### src/rtl/wdog_evt_pkg.sv
package wdog_evt_pkg;
  typedef enum logic {OWN_TMR = 1'b0, OWN_WDOG = 1'b1} pre_owner_e;
endpackage

### src/rtl/pin_sync.sv
module pin_sync #(
  parameter int STAGES = 2
) (
  input  logic clk,
  input  logic rst_n,
  input  logic hold,
  input  logic pin,
  input  logic fall_sel,
  output logic edge_evt
);
  logic [STAGES:0] chain;

  always_ff @(posedge clk or negedge rst_n) begin
    if (!rst_n) chain[0] <= 1'b0;
    else if (!hold) chain[0] <= pin;
  end

  for (genvar i = 1; i <= STAGES; i++) begin : g_stage
    always_ff @(posedge clk or negedge rst_n) begin
      if (!rst_n) chain[i] <= 1'b0;
      else if (!hold) chain[i] <= chain[i-1];
    end
  end

  // cur = last synchronizer stage, prev = one more delay
  assign edge_evt = !hold && (fall_sel ? (!chain[STAGES-1] && chain[STAGES])
                                       : (chain[STAGES-1] && !chain[STAGES]));
endmodule

### src/rtl/shared_prescaler.sv
module shared_prescaler #(
  parameter int PRE_W = 8,
  localparam int SH_W = $clog2(PRE_W) + 1
) (
  input  logic            clk,
  input  logic            rst_n,
  input  logic            clr,
  input  logic            in_evt,
  input  logic [SH_W-1:0] shift,
  output logic            out_evt
);
  logic [PRE_W-1:0] cnt;
  logic [PRE_W:0]   one_sh;
  logic [PRE_W-1:0] mask;

  always_comb begin
    one_sh  = (PRE_W+1)'(1) << shift;
    mask    = PRE_W'(one_sh - (PRE_W+1)'(1));
    out_evt = in_evt && !clr && ((cnt & mask) == mask);
  end

  always_ff @(posedge clk or negedge rst_n) begin
    if (!rst_n)      cnt <= '0;
    else if (clr)    cnt <= '0;
    else if (in_evt) cnt <= cnt + PRE_W'(1);
  end

  p_pass_r8: assert property (@(posedge clk) disable iff (!rst_n)
    out_evt |-> in_evt);
endmodule

### src/rtl/wdog_core.sv
module wdog_core #(
  parameter int WDT_BASE = 1024,
  localparam int CW = (WDT_BASE > 1) ? $clog2(WDT_BASE) : 1
) (
  input  logic clk,
  input  logic rst_n,
  input  logic en,
  input  logic tick,
  input  logic clr_cmd,
  input  logic sleep_cmd,
  input  logic via_pre,
  input  logic pre_evt,
  output logic base_done,
  output logic asleep,
  output logic rst_req,
  output logic wake_req,
  output logic to_flag
);
  logic [CW-1:0] cnt;
  logic          cmd;
  logic          expire;

  assign cmd       = clr_cmd || sleep_cmd;
  assign base_done = en && tick && !cmd && (cnt == CW'(WDT_BASE-1));
  assign expire    = en && !cmd && (via_pre ? pre_evt : base_done);

  always_ff @(posedge clk or negedge rst_n) begin
    if (!rst_n)                cnt <= '0;
    else if (!en || cmd)       cnt <= '0;
    else if (base_done)        cnt <= '0;
    else if (tick)             cnt <= cnt + CW'(1);
  end

  always_ff @(posedge clk or negedge rst_n) begin
    if (!rst_n) begin
      asleep <= 1'b0; rst_req <= 1'b0; wake_req <= 1'b0; to_flag <= 1'b1;
    end else begin
      rst_req  <= expire && !asleep;
      wake_req <= expire && asleep;
      if (sleep_cmd)   asleep <= 1'b1;
      else if (expire) asleep <= 1'b0;
      if (cmd)         to_flag <= 1'b1;
      else if (expire) to_flag <= 1'b0;
    end
  end

  p_excl_r3: assert property (@(posedge clk) disable iff (!rst_n)
    !(rst_req && wake_req));
  p_disabled_r4: assert property (@(posedge clk) disable iff (!rst_n)
    !en |=> (!rst_req && !wake_req));
  p_cmd_r5: assert property (@(posedge clk) disable iff (!rst_n)
    cmd |=> (!rst_req && !wake_req));
  p_tof_r6: assert property (@(posedge clk) disable iff (!rst_n)
    (rst_req || wake_req) |-> !to_flag);
endmodule

### src/rtl/evt_counter.sv
module evt_counter #(
  parameter int TMR_W = 8
) (
  input  logic             clk,
  input  logic             rst_n,
  input  logic             step,
  input  logic             ovf_clr,
  output logic [TMR_W-1:0] count,
  output logic             ovf
);
  logic wrap;
  assign wrap = step && (count == {TMR_W{1'b1}});

  always_ff @(posedge clk or negedge rst_n) begin
    if (!rst_n) begin
      count <= '0; ovf <= 1'b0;
    end else begin
      if (step) count <= count + TMR_W'(1);
      if (wrap)         ovf <= 1'b1;
      else if (ovf_clr) ovf <= 1'b0;
    end
  end

  p_wrap_r10: assert property (@(posedge clk) disable iff (!rst_n)
    (step && count == {TMR_W{1'b1}}) |=> (ovf && count == '0));
endmodule

### src/rtl/wdog_evt_timer.sv
module wdog_evt_timer
  import wdog_evt_pkg::*;
#(
  parameter int WDT_BASE    = 1024,
  parameter int PRE_W       = 8,
  parameter int TMR_W       = 8,
  parameter int SYNC_STAGES = 2,
  parameter int CLK_DIV     = 4,
  localparam int PS_W = $clog2(PRE_W),
  localparam int SH_W = PS_W + 1,
  localparam int PH_W = (CLK_DIV > 1) ? $clog2(CLK_DIV) : 1
) (
  input  logic             clk,
  input  logic             rst_n,
  input  logic             wdt_tick,
  input  logic             tmr_pin,
  input  logic             tmr_src,
  input  logic             edge_fall,
  input  logic             pre_to_wdog,
  input  logic [PS_W-1:0]  ps_sel,
  input  logic             cfg_wdt_en,
  input  logic             clr_wdog,
  input  logic             sleep_req,
  input  logic             ovf_clr,
  output logic             rst_req,
  output logic             wake_req,
  output logic             to_flag,
  output logic [TMR_W-1:0] tmr_count,
  output logic             tmr_ovf
);
  pre_owner_e      owner;
  logic            asleep, base_done, pre_out, pin_evt, phase_evt, tmr_evt, tmr_step;
  logic [PH_W-1:0] phase;
  logic [SH_W-1:0] shift;

  assign owner = pre_owner_e'(pre_to_wdog);
  assign shift = (owner == OWN_WDOG) ? SH_W'(ps_sel) : SH_W'(ps_sel) + SH_W'(1);

  always_ff @(posedge clk or negedge rst_n) begin
    if (!rst_n)       phase <= '0;
    else if (!asleep) phase <= (phase == PH_W'(CLK_DIV-1)) ? '0 : phase + PH_W'(1);
  end
  assign phase_evt = !asleep && (phase == PH_W'(CLK_DIV-1));

  pin_sync #(.STAGES(SYNC_STAGES)) u_sync (
    .clk(clk), .rst_n(rst_n), .hold(asleep), .pin(tmr_pin),
    .fall_sel(edge_fall), .edge_evt(pin_evt));

  assign tmr_evt = tmr_src ? pin_evt : phase_evt;

  shared_prescaler #(.PRE_W(PRE_W)) u_pre (
    .clk(clk), .rst_n(rst_n),
    .clr((owner == OWN_WDOG) && (clr_wdog || sleep_req)),
    .in_evt((owner == OWN_WDOG) ? base_done : tmr_evt),
    .shift(shift), .out_evt(pre_out));

  wdog_core #(.WDT_BASE(WDT_BASE)) u_wdog (
    .clk(clk), .rst_n(rst_n), .en(cfg_wdt_en), .tick(wdt_tick),
    .clr_cmd(clr_wdog), .sleep_cmd(sleep_req), .via_pre(owner == OWN_WDOG),
    .pre_evt(pre_out), .base_done(base_done), .asleep(asleep),
    .rst_req(rst_req), .wake_req(wake_req), .to_flag(to_flag));

  assign tmr_step = !asleep && ((owner == OWN_WDOG) ? tmr_evt : pre_out);

  evt_counter #(.TMR_W(TMR_W)) u_cnt (
    .clk(clk), .rst_n(rst_n), .step(tmr_step), .ovf_clr(ovf_clr),
    .count(tmr_count), .ovf(tmr_ovf));

  p_freeze_r11: assert property (@(posedge clk) disable iff (!rst_n)
    asleep |=> $stable(tmr_count));
endmodule

### config.mk
export PLATFORM = sky130hd
export DESIGN_NAME = wdog_evt_timer
export DESIGN_NICKNAME = d
export VERILOG_FILES = /design/src/rtl/wdog_evt_pkg.sv /design/src/rtl/pin_sync.sv /design/src/rtl/shared_prescaler.sv /design/src/rtl/wdog_core.sv /design/src/rtl/evt_counter.sv /design/src/rtl/wdog_evt_timer.sv
export SDC_FILE = /design/constraint.sdc
export NUM_CORES = 1
export LEC_CHECK = 0
export ABC_AREA = 0
export BUFFER_PORTS_ARGS = -buffer_cell sky130_fd_sc_hd__buf_2
export CORE_MARGIN = 2
export CORE_UTILIZATION = 45
export DETAILED_ROUTE_END_ITERATION = 10
export GPL_TIMING_DRIVEN = 1
export SLEW_MARGIN = 20
export SYNTH_ARGS = -nofsm -noshare
export SYNTH_HDL_FRONTEND = slang
export SYNTH_SLANG_ARGS = --single-unit
### constraint.sdc
create_clock -name clk -period 3.41 [get_ports clk]
set_input_delay 0.341 -clock clk [delete_from_list [all_inputs] [get_ports clk]]
set_output_delay 0.341 -clock clk [all_outputs]
set_load 0.005 [all_outputs]
==> qor.txt <==
Status = completed
CP Class = reg2reg
CTS HTree Levels = 2
N_diodes = 0
Initial DRC count = 80
Hold crit path type = in2async
Syn nets = 219
Worst Path Required = 3620 ps
Post-layout util = 52.6%
First-pass GRT wire length = 7110 um
Crit-path leading delay family = simple AND/OR/NAND/NOR gates
Area Overhead vs Synth = 13.9%
Slew HR = 47.0%
Slew @ Worst Pin = 795 ps
Syn Inst Count = 199
CTS max path bufs = 2
Endpoints failing setup = 0
Final min period = 2920 ps
Synth unique cells = 49
Rows = 24
Synth Cell Area = 2000 um2
WL/cell = 14.4 um
Total track usage = 17.9%
Layout Nets = 250
Cell Chain, Critical Path = ha_1, nand3_1, or4_4, o2bb2ai_4, o41a_1, o2111a_2, a32oi_4, or4b_1, o21ai_1
Hold slack = 141 ps
Worst-skew pair later-pin latency = 280 ps
Synth async-reset ratio = 100%
Root buf cell = clkbuf_8
Pwr dens = 366 nW/um2
DRT Wirelength = 4080 um
RePlAce Congestion = 0.930
Power Total = 0.833 mW
DRC viols = 0
Synthesized flop and latch total = 36
Number of global-route vias before repair = 1552
# port buffers = 25
Leak pwr = 1.01 nW
I/O pin count = 26
Setup Skew = 3.76 ps
Number of buffers created by CTS = 5
Core area = 4320 um2
CP Launch Type = register
Mean Syn Cell Area = 10.0 um2
Largest net degree at the start of global routing = 37
Chip height = 70.6 um
Routed Antenna Nets = 0
CP Max Fanout = 9
RSZ-0062 raised after global routing = false
Final Hold Viols = 0
Buf+Inv Stages, Crit Path = 0
Placement Cell Area = 2190 um2
FF-to-FF setup slack = 490 ps
Fin cells = 283
CP Capture Type = register
Post-CTS sizing = 0
Fraction of layout cells with a size suffix above 1 = 19.9%
Starting density of the core = 46.2%
Crit path depth = 9
Period Utilization, post-route = 85.8%
CTS sink cnt = 36
Post-synth EDFFs = 0
Maximum vdd drop = 0.000262 V
Ys flop type = dfrtp_1
Overflow after GRT = 0
CTS tree = built
Vias per cell = 5.60
Maxcap violations = 0
Final HPWL DP = 2970 um
Setup_tns = 0 ps
Design Area, Final = 2270 um2
Cell taking the most area after synthesis = dfrtp_1
FMAX = 342 MHz
Die ar. = 4980 um2
Slowest stage cell, crit path = or4b_1
Crit-path max cell delay = 570 ps
DR pass1 iterations = 4
Via count = 1584
WP data arrival = 3130 ps
Synth top area share = 43.9%
Final Max Tran Viols = 0
Antenna violations before repair = 0
Die X = 70.6 um
Setup Slack @ Placement = 256 ps
Synth Warn # = 0
Post CTS Setup Buffer Count = 0
Worst Reg2Reg Path Length in Cells = 9
Synth area leaders = dfrtp_1, xor2_1, nor2_1, ha_1, o21ai_0
Sequential-to-total area share from yosys stat = 45.2%
Final worst slack = 485 ps
Post-CTS Hold Buffers = 0
Clock transition at path regs = 70 ps
Inst Count DP = 275
## metal layers
metal / routed length, um / GRT usage, % / share of wire, % / vias to the layer above
met5: 0 / 0 / 0 / -
met2: 1900 / 28.9 / 47 / 34
met4: 26 / 5.66 / 0.64 / 0
met3: 200 / 5.13 / 4.9 / 4
li1: - / - / - / 788
met1: 1960 / 23.6 / 48 / 758
## cell type report
cell class                 instances  area, um2
clock buffer                       7       76.3
clock inverter                     1       8.76
fill                             404       2050
inverter                           7       26.3
multi-input combinational        153       1050
sequential                        36        902
tap                               52       65.1
timing repair buffer              27        140
## power breakdown
| group | switching, mW | internal [mW] |
|---|---|---|
| Clock | 0.150 | 0.146 |
| Sequential | 0.00854 | 0.437 |
| Combinational | 0.0528 | 0.0382 |
| Total | 0.212 | 0.621 |
## cells in the mapped netlist (6+ instances only)
master   count
nor2_1      21
nand4_1      7
ha_1         6
nand2_1     13
a21oi_1      6
xor2_1      12
o21ai_0     14
dfrtp_1     35
nand3_1      9
## path summary, 6_finish.rpt
kind	from	end
max	u_wdog.cnt[0]$_DFFE_PN0P_	u_cnt.ovf$_DFFE_PN0P_
min	rst_n	u_wdog.cnt[8]$_DFFE_PN0P_
max reg2reg	u_wdog.cnt[0]$_DFFE_PN0P_	u_cnt.ovf$_DFFE_PN0P_
min reg2reg	u_cnt.count[7]$_DFFE_PN0P_	u_cnt.count[7]$_DFFE_PN0P_
max in group asynchronous	rst_n	phase[0]$_DFFE_PN0N_
min in group clk	ovf_clr	u_cnt.ovf$_DFFE_PN0P_
## cell families after synthesis
group	share of synthesized area [%]
AND/OR/NAND/NOR	22.4
AO/OA/AOI/OAI	14.7
flip-flops	45.2
buffers and inverters	1.94
adder cells (fa/ha/maj)	3.76
multiplexers	4.45
XOR/XNOR	7.46
## worst register-to-register path, cell delays in order (launching register included)
cell       delay, ps
dfrtp_1          410
ha_1             270
nand3_1          120
or4_4            520
o2bb2ai_4        240
o41a_1           190
o2111a_2         230
a32oi_4          180
or4b_1           570
o21ai_1          110
## registers in the layout, summed over array words and instances, names as in the netlist
name,cells
u_sync.chain,3
u_cnt.ovf,1
u_wdog.rst_req,1
u_wdog.cnt,10
u_pre.cnt,8
u_wdog.wake_req,1
u_wdog.to_flag,1
u_cnt.count,8
u_wdog.asleep,1
phase,2
## cell usage in the layout, fill, tap and decap left out, drive strengths merged, types with 3 or more instances in the layout
cell type | netlist | routed
ha | 6 | 6
nor2b | 4 | 4
nor3b | 4 | 4
buf | 1 | 27
nor3 | 5 | 5
nand2b | 4 | 4
nand2 | 13 | 13
xnor2 | 5 | 5
or3 | 3 | 3
xor2 | 12 | 12
dfrtp | 35 | 35
nand4 | 7 | 7
inv | 6 | 6
o21ai | 17 | 17
clkbuf | 2 | 7
a21oi | 6 | 6
nand3 | 10 | 10
nor2 | 21 | 21
o31ai | 3 | 3
mux2 | 7 | 7
Power figures use the tool's default switching activity.
